### src/rtl/dis_pkg.sv
package dis_pkg;

    typedef enum logic [2:0] {
        CL_ALU    = 3'd0,
        CL_CPLX   = 3'd1,
        CL_DIV    = 3'd2,
        CL_MEM    = 3'd3,
        CL_RESV   = 3'd4,
        CL_FP     = 3'd5,
        CL_CPLX_B = 3'd6,
        CL_CPLX_C = 3'd7
    } cls_e;

    typedef enum logic [2:0] {
        RT_NONE   = 3'd0,
        RT_CPLX   = 3'd1,
        RT_SIMPLE = 3'd2,
        RT_LDST   = 3'd3,
        RT_FP     = 3'd4,
        RT_PAIR   = 3'd5
    } route_e;

    // Dispatch resources still open in the current cycle
    typedef struct packed {
        logic cplx;
        logic shared;
        logic fp;
        logic resv;
    } free_t;

    localparam int DEF_DIV_HOLD  = 33;
    localparam int DEF_RESV_HOLD = 3;

    function automatic logic takes_shared(route_e r);
        return (r == RT_SIMPLE) || (r == RT_LDST) || (r == RT_PAIR);
    endfunction

    function automatic logic takes_cplx(route_e r);
        return (r == RT_CPLX) || (r == RT_PAIR);
    endfunction

endpackage

### src/rtl/dis_hold_timer.sv
module dis_hold_timer
    import dis_pkg::*;
#(
    parameter int HOLD = DEF_DIV_HOLD
) (
    input  logic clk,
    input  logic rst,
    input  logic start,
    output logic busy
);
    localparam int CW = $clog2(HOLD + 1);

    logic [CW-1:0] remain;

    always_ff @(posedge clk) begin
        if (rst)
            remain <= '0;
        else if (start)
            remain <= CW'(HOLD);
        else if (remain != '0)
            remain <= remain - 1'b1;
    end

    assign busy = (remain != '0);

    // Shared by the divide window and the reservation window
    assert_hold_load_R6: assert property (@(posedge clk) disable iff (rst)
        start |=> busy);

    assert_hold_quiet_R7: assert property (@(posedge clk) disable iff (rst)
        (!busy && !start) |=> !busy);

endmodule

### src/rtl/dis_slot_steer.sv
module dis_slot_steer
    import dis_pkg::*;
#(
    parameter bit FIRST_SLOT = 1'b0
) (
    input  logic   valid,
    input  cls_e   cls,
    input  logic   order_in,
    input  free_t  free_in,
    output logic   accept,
    output route_e route,
    output free_t  free_out,
    output logic   order_out
);
    route_e cand;

    always_comb begin
        cand = RT_NONE;
        case (cls)
            CL_ALU: begin
                if (free_in.shared)    cand = RT_SIMPLE;
                else if (free_in.cplx) cand = RT_CPLX;
            end
            CL_MEM: begin
                if (free_in.shared) cand = RT_LDST;
            end
            CL_RESV: begin
                if (FIRST_SLOT && free_in.shared && free_in.cplx && free_in.resv)
                    cand = RT_PAIR;
            end
            CL_FP: begin
                if (free_in.fp) cand = RT_FP;
            end
            default: begin
                if (free_in.cplx) cand = RT_CPLX;
            end
        endcase
    end

    assign accept    = valid && order_in && (cand != RT_NONE);
    assign route     = accept ? cand : RT_NONE;
    assign order_out = order_in && (!valid || accept);

    always_comb begin
        free_out = free_in;
        if (accept) begin
            if (takes_shared(cand)) free_out.shared = 1'b0;
            if (takes_cplx(cand))   free_out.cplx   = 1'b0;
            if (cand == RT_FP)      free_out.fp     = 1'b0;
            if (cand == RT_PAIR)    free_out.resv   = 1'b0;
        end
    end

endmodule

### src/rtl/dual_issue_steer.sv
module dual_issue_steer
    import dis_pkg::*;
#(
    parameter int DIV_HOLD  = DEF_DIV_HOLD,
    parameter int RESV_HOLD = DEF_RESV_HOLD
) (
    input  logic       clk,
    input  logic       rst,
    input  logic       slot0_valid,
    input  logic [2:0] slot0_class,
    input  logic       slot1_valid,
    input  logic [2:0] slot1_class,
    output logic       slot0_accept,
    output logic [2:0] slot0_route,
    output logic       slot1_accept,
    output logic [2:0] slot1_route
);
    localparam int NSLOT = 2;

    logic   vld   [NSLOT];
    cls_e   cls   [NSLOT];
    logic   acc   [NSLOT];
    route_e rte   [NSLOT];
    free_t  avail [NSLOT+1];
    logic   ord   [NSLOT+1];

    logic div_busy, resv_busy, div_start, resv_start;

    assign vld[0] = slot0_valid;
    assign vld[1] = slot1_valid;
    assign cls[0] = cls_e'(slot0_class);
    assign cls[1] = cls_e'(slot1_class);

    assign ord[0]   = !rst;
    assign avail[0] = '{cplx: !div_busy, shared: 1'b1, fp: 1'b1, resv: !resv_busy};

    for (genvar s = 0; s < NSLOT; s++) begin : g_slot
        dis_slot_steer #(.FIRST_SLOT(s == 0)) u_steer (
            .valid     (vld[s]),
            .cls       (cls[s]),
            .order_in  (ord[s]),
            .free_in   (avail[s]),
            .accept    (acc[s]),
            .route     (rte[s]),
            .free_out  (avail[s+1]),
            .order_out (ord[s+1])
        );
    end

    assign div_start  = (acc[0] && cls[0] == CL_DIV) || (acc[1] && cls[1] == CL_DIV);
    assign resv_start = acc[0] && cls[0] == CL_RESV;

    dis_hold_timer #(.HOLD(DIV_HOLD)) u_div_wb (
        .clk(clk), .rst(rst), .start(div_start), .busy(div_busy)
    );

    dis_hold_timer #(.HOLD(RESV_HOLD)) u_resv (
        .clk(clk), .rst(rst), .start(resv_start), .busy(resv_busy)
    );

    assign slot0_accept = acc[0];
    assign slot1_accept = acc[1];
    assign slot0_route  = rte[0];
    assign slot1_route  = rte[1];

    assert_resv_slot0_R5: assert property (@(posedge clk) disable iff (rst)
        !(slot1_accept && slot1_class == 3'd4));

    assert_div_block_R6: assert property (@(posedge clk) disable iff (rst)
        div_busy |-> (slot0_route != 3'd1 && slot0_route != 3'd5 && slot1_route != 3'd1));

    assert_shared_once_R4: assert property (@(posedge clk) disable iff (rst)
        !((slot0_route == 3'd2 || slot0_route == 3'd3 || slot0_route == 3'd5) &&
          (slot1_route == 3'd2 || slot1_route == 3'd3)));

    assert_in_order_R9: assert property (@(posedge clk) disable iff (rst)
        slot1_accept |-> (!slot0_valid || slot0_accept));

    assert_fp_once_R8: assert property (@(posedge clk) disable iff (rst)
        !(slot0_route == 3'd4 && slot1_route == 3'd4));

    assert_resv_window_R7: assert property (@(posedge clk) disable iff (rst)
        resv_busy |-> slot0_route != 3'd5);

endmodule

### config.mk
export PLATFORM = sky130hd
export DESIGN_NAME = dual_issue_steer
export DESIGN_NICKNAME = d
export VERILOG_FILES = /design/src/rtl/dis_pkg.sv /design/src/rtl/dis_hold_timer.sv /design/src/rtl/dis_slot_steer.sv /design/src/rtl/dual_issue_steer.sv
export SDC_FILE = /design/constraint.sdc
export NUM_CORES = 1
export LEC_CHECK = 0
export BUFFER_PORTS_ARGS = -buffer_cell sky130_fd_sc_hd__clkbuf_2
export CAP_MARGIN = 20
export CORE_ASPECT_RATIO = 0.8
export CORE_MARGIN = 4
export CORE_UTILIZATION = 47
export CTS_CLUSTER_SIZE = 30
export DETAILED_ROUTE_END_ITERATION = 12
export PLACE_DENSITY = 0.74
export SLEW_MARGIN = 20
export SYNTH_ARGS = -nofsm -noshare
export SYNTH_HDL_FRONTEND = slang
export SYNTH_SLANG_ARGS = --single-unit
### constraint.sdc
create_clock -name clk -period 1.4 [get_ports clk]
set_input_delay 0.14 -clock clk [delete_from_list [all_inputs] [get_ports clk]]
set_output_delay 0.14 -clock clk [all_outputs]
set_load 0.02 [all_outputs]
==> results of run 1 <==
[timing repair]
action	in CTS
endpoints found under the setup margin	12
setup buffers	8
gates resized for setup	26
pin swaps	17
[cells by family after synthesis]
kind of cell	after synthesis	synth area share
compound gates	24	0.217
mux	1	0.0128
flops	8	0.205
xor+xnor	7	0.0787
fa+ha+maj	3	0.0482
simple gates	41	0.350
buf+inv	14	0.0883
[per-stage QoR]
step                      instance area (sq um)  cells  hold WS (ns)  setup TNS (ns)  setup slack (ns)
after floorplan                             840     98         0.349          -0.522            -0.125
after detailed placement                   1160    163         0.512           -2.52            -0.375
after CTS                                  1370    173         0.260           -4.12            -0.533
after global placement                     1160    163         0.497           -1.91            -0.309
==> flow_metrics.tcl, run 1 <==
set metrics [dict create \
    ys_seq_area_frac 0.205 \
    synth_area_leader_cell "dfxtp_1" \
    synth_top_area_share 0.205 \
    place_congestion 0.874 \
    initial_utilization 0.530 \
    grt_start_max_net_pins 10 \
    synthTopCellsByCount "nor3_1, dfxtp_1, inv_1, nor2_1, a21oi_1" \
    die-height_um 44.4 \
    io_buffers 17 \
    synth_area_leaders "dfxtp_1, nor3_1, ha_1" \
    postGrtWorstEndpoint "slot1_accept" \
    synth.distinct_cells 42 \
    ctsHoldBuffers 0 \
    yosys_warnings 0 \
    fp-row-count 12 \
    dp_hpwl_um 2110 \
    syn_avg_cell_area_sq_um 7.95 \
    synth_cells 98 \
    lastStage "global routing" \
    die_w_um 53.5 \
    synth_edf_count 0 \
    clock_sinks 8 \
    cts_buffers 3 \
    htree_levels 1 \
    cts-root-buf "clkbuf_4" \
    synth.ff_latch_count 8 \
    status "did not finish" \
    clockBufferDepth 2 \
    stop_error "[ERROR DPL-0038] Utilization greater than 100%, impossible to legalize" \
    synth.most_common_cell "nor3_1" \
    endpoint_type "top-level output" \
    async_flop_share 0 \
    syn-num-nets 111 \
    ios 18 \
    syn_area_sq_um 779 \
    synthFlopType "dfxtp_1" \
]
==> inputs of run 2 (changes only) <==
--- a/config.mk
+++ b/config.mk
@@ -7,12 +7,10 @@
 export LEC_CHECK = 0
 export BUFFER_PORTS_ARGS = -buffer_cell sky130_fd_sc_hd__clkbuf_2
 export CAP_MARGIN = 20
-export CORE_ASPECT_RATIO = 0.8
-export CORE_MARGIN = 4
-export CORE_UTILIZATION = 47
-export CTS_CLUSTER_SIZE = 30
+export CORE_AREA = 4 4 65 67
 export DETAILED_ROUTE_END_ITERATION = 12
-export PLACE_DENSITY = 0.74
+export DIE_AREA = 0 0 69 71
+export PLACE_DENSITY_LB_ADDON = 0.15
 export SLEW_MARGIN = 20
 export SYNTH_ARGS = -nofsm -noshare
 export SYNTH_HDL_FRONTEND = slang
==> constraint.sdc (replaced) <==
create_clock -name clk -period 1.82 [get_ports clk]
set_input_delay 0.182 -clock clk [delete_from_list [all_inputs] [get_ports clk]]
set_output_delay 0.182 -clock clk [all_outputs]
set_load 0.02 [all_outputs]
==> flow_metrics.tcl, run 2 <==
set metrics [dict create \
    ctsHoldBuffers 0 \
    ir_drop_mv 0.569 \
    cts.clk_slew.worst_paths_ns 0.04 \
    worst_pin_slew_ns 0.263 \
    initial_utilization 0.215 \
    drive_gt1_frac 0.480 \
    cp.arrival_ns 1.72 \
    status "finished, violations left" \
    post_drt_wl_per_cell_um 12.1 \
    grt_start_max_net_pins 12 \
    skew_ns 0.00488 \
    fp-row-count 22 \
    cts_buffers 3 \
    htree_levels 1 \
    io_buffers 17 \
    synth_top_area_share 0.205 \
    syn_area_sq_um 779 \
    hold_class "input port to register" \
    fin_area_sq_um 1110 \
    die_w_um 69 \
    crit_path_frequent_cell "buf_4" \
    largestRegisters "u_div_wb.remain: 6 flops, u_resv.remain: 2 flops" \
    final_util 0.306 \
    fin_nets 138 \
    async_flop_share 0 \
    synth_cells 98 \
    crit_chain "inv_2 -> ha_4 -> nand4bb_4 -> o2111ai_4 -> a211oi_2 -> buf_4 -> a41oi_2 -> nor3_2 -> buf_4" \
    ios 18 \
    hold_viol_final 0 \
    worstPathRequired_ns 1.64 \
    hold_path_startpoint "rst" \
    fin_ws_ns -0.0823 \
    synth.ff_latch_count 8 \
    cts-root-buf "clkbuf_8" \
    ys_seq_area_frac 0.205 \
    synth_area_leaders "dfxtp_1, nor3_1, ha_1" \
    finalSetupTns_ns -0.0823 \
    slowest_delay_ns 0.31 \
    antenna_found_initial 0 \
    critPathLaunchType "register" \
    cts_tree "built" \
    yosys_warnings 0 \
    rsz0062_at_grt "yes" \
    core_area_sq_um 3630 \
    setup_viol 1 \
    track_usage 0.0877 \
    drc 0 \
    max-slew-margin-rel 0.824 \
    grt_pass1_vias 804 \
    clockBufferDepth 2 \
    min_period_ns 1.90 \
    dp_hpwl_um 1620 \
    rr_worst_depth 7 \
    path_delay_family "compound AO/OA/AOI/OAI gates" \
    synth.most_common_cell "nor3_1" \
    crit_fanout 4 \
    r2r-start "u_div_wb.remain[3]$_SDFFE_PP0P_" \
    syn2layout_area_growth_pct 42.9 \
    synth_edf_count 0 \
    drt_wl_total_um 2070 \
    pwr_density_cell_nw_per_um2 1450 \
    dr.pass1.iters 2 \
    synthTopCellsByCount "nor3_1, dfxtp_1, inv_1, nor2_1, a21oi_1" \
    die_area_sq_um 4900 \
    power_mw 1.61 \
    slew_violations 0 \
    violations "setup timing" \
    r2r_end "u_div_wb.remain[1]$_SDFFE_PP0P_" \
    synthFlopType "dfxtp_1" \
    hold_path_depth 3 \
    num_vias 784 \
    syn-num-nets 111 \
    cp.buffers_inverters 3 \
    drt.antenna.violating_nets 0 \
    syn_avg_cell_area_sq_um 7.95 \
    path_class "register to primary output" \
    synth_area_leader_cell "dfxtp_1" \
    slowest_stage "dfxtp_2" \
    die-height_um 71 \
    place_ws_ns 0.00648 \
    critPathCaptureType "primary output" \
    power_leakage_nw 0.449 \
    period_share 1.05 \
    reg2reg_slack_ns 0.26 \
    place_congestion 0.780 \
    final_cell_mix "clkbuf_2, buf_4, nor3_1" \
    routed_via_density 4.58 \
    regMostFlops "u_div_wb.remain" \
    largest_reg_flops 6 \
    holdPathEnd "u_resv.remain[1]$_SDFFE_PP0P_" \
    insertion_delay_ns 0.22 \
    synth.distinct_cells 42 \
    placed_cell_area_sq_um 938 \
    maxCapViolCount 0 \
    drtIter0Drc 15 \
    grt_overflow_total 0 \
    max_clock_freq_mhz 526 \
    num_antenna_cells 0 \
    clock_sinks 8 \
    grt_first_pass_wirelength_um 3640 \
]
## run 2: where the power goes
group | internal [mW] | switching [mW]
logic | 0.565 | 0.505
registers | 0.263 | 0.0764
clock network | 0.143 | 0.0619
## run 2: final cells by class
cell class              count  area (sq um)
repair buffers             28           185
clock buffers               3          41.3
well taps                  48          60.1
multi-input cells          76           629
flip-flops and latches      8           168
inverters                   8          30.0
fillers                   396          2520
## run 2: how the worst max path moves through the flow
| stage | to | start | cells after the start | slack [ns] |
|---|---|---|---|---|
| after global placement | slot1_accept | u_resv.remain[0]$_SDFFE_PP0P_ | 8 | 0.002 |
| after global routing | slot1_route[0] | u_resv.remain[0]$_SDFFE_PP0P_ | 9 | -0.19 |
| after floorplan | slot1_accept | u_div_wb.remain[0]$_SDFFE_PP0P_ | 7 | 0.03 |
| final | slot1_route[0] | u_resv.remain[1]$_SDFFE_PP0P_ | 9 | -0.08 |
| after CTS | slot1_accept | u_resv.remain[0]$_SDFFE_PP0P_ | 8 | -0.09 |
| after detailed placement | slot1_accept | u_resv.remain[0]$_SDFFE_PP0P_ | 8 | 0.006 |
## run 2: cell families (layout without fill, tap and decap cells)
| group | after synthesis | after routing | synth area share |
|---|---|---|---|
| adders and majority gates | 3 | 3 | 0.0482 |
| muxes | 1 | 1 | 0.0128 |
| buffers and inverters | 14 | 39 | 0.0883 |
| AOI/OAI and AO/OA | 24 | 24 | 0.217 |
| xor gates and xnor gates | 7 | 7 | 0.0787 |
| and+or+nand+nor | 41 | 41 | 0.350 |
| DFF | 8 | 8 | 0.205 |
## run 2: what timing repair did
item	4_1_cts	5_1_grt
setup buffers	3	1
cloned	0	0
resized for setup	21	10
pin swaps	6	6
setup endpoints to repair	5	6
## run 2: routing by layer
layer	part of all wire	wire, um	track usage
met3	0.013	26	0.0128
met1	0.45	928	0.109
met5	0	0	0
met4	0	0	0.0347
met2	0.54	1110	0.151
## run 2: metrics by stage
step                hold slack (ns)  std cells
floorplan                     0.420         98
detailed placement            0.535        164
CTS                           0.326        170
finish                        0.321        171
global route                  0.346        171
global placement              0.529        164
## run 2: worst min-delay path, delay by kind of cell
kind	cells	cell delay [ns]
buffers and inverters	2	0.27
AO/OA/AOI/OAI	1	0.05
No activity file was read; power rests on OpenSTA's default activity.
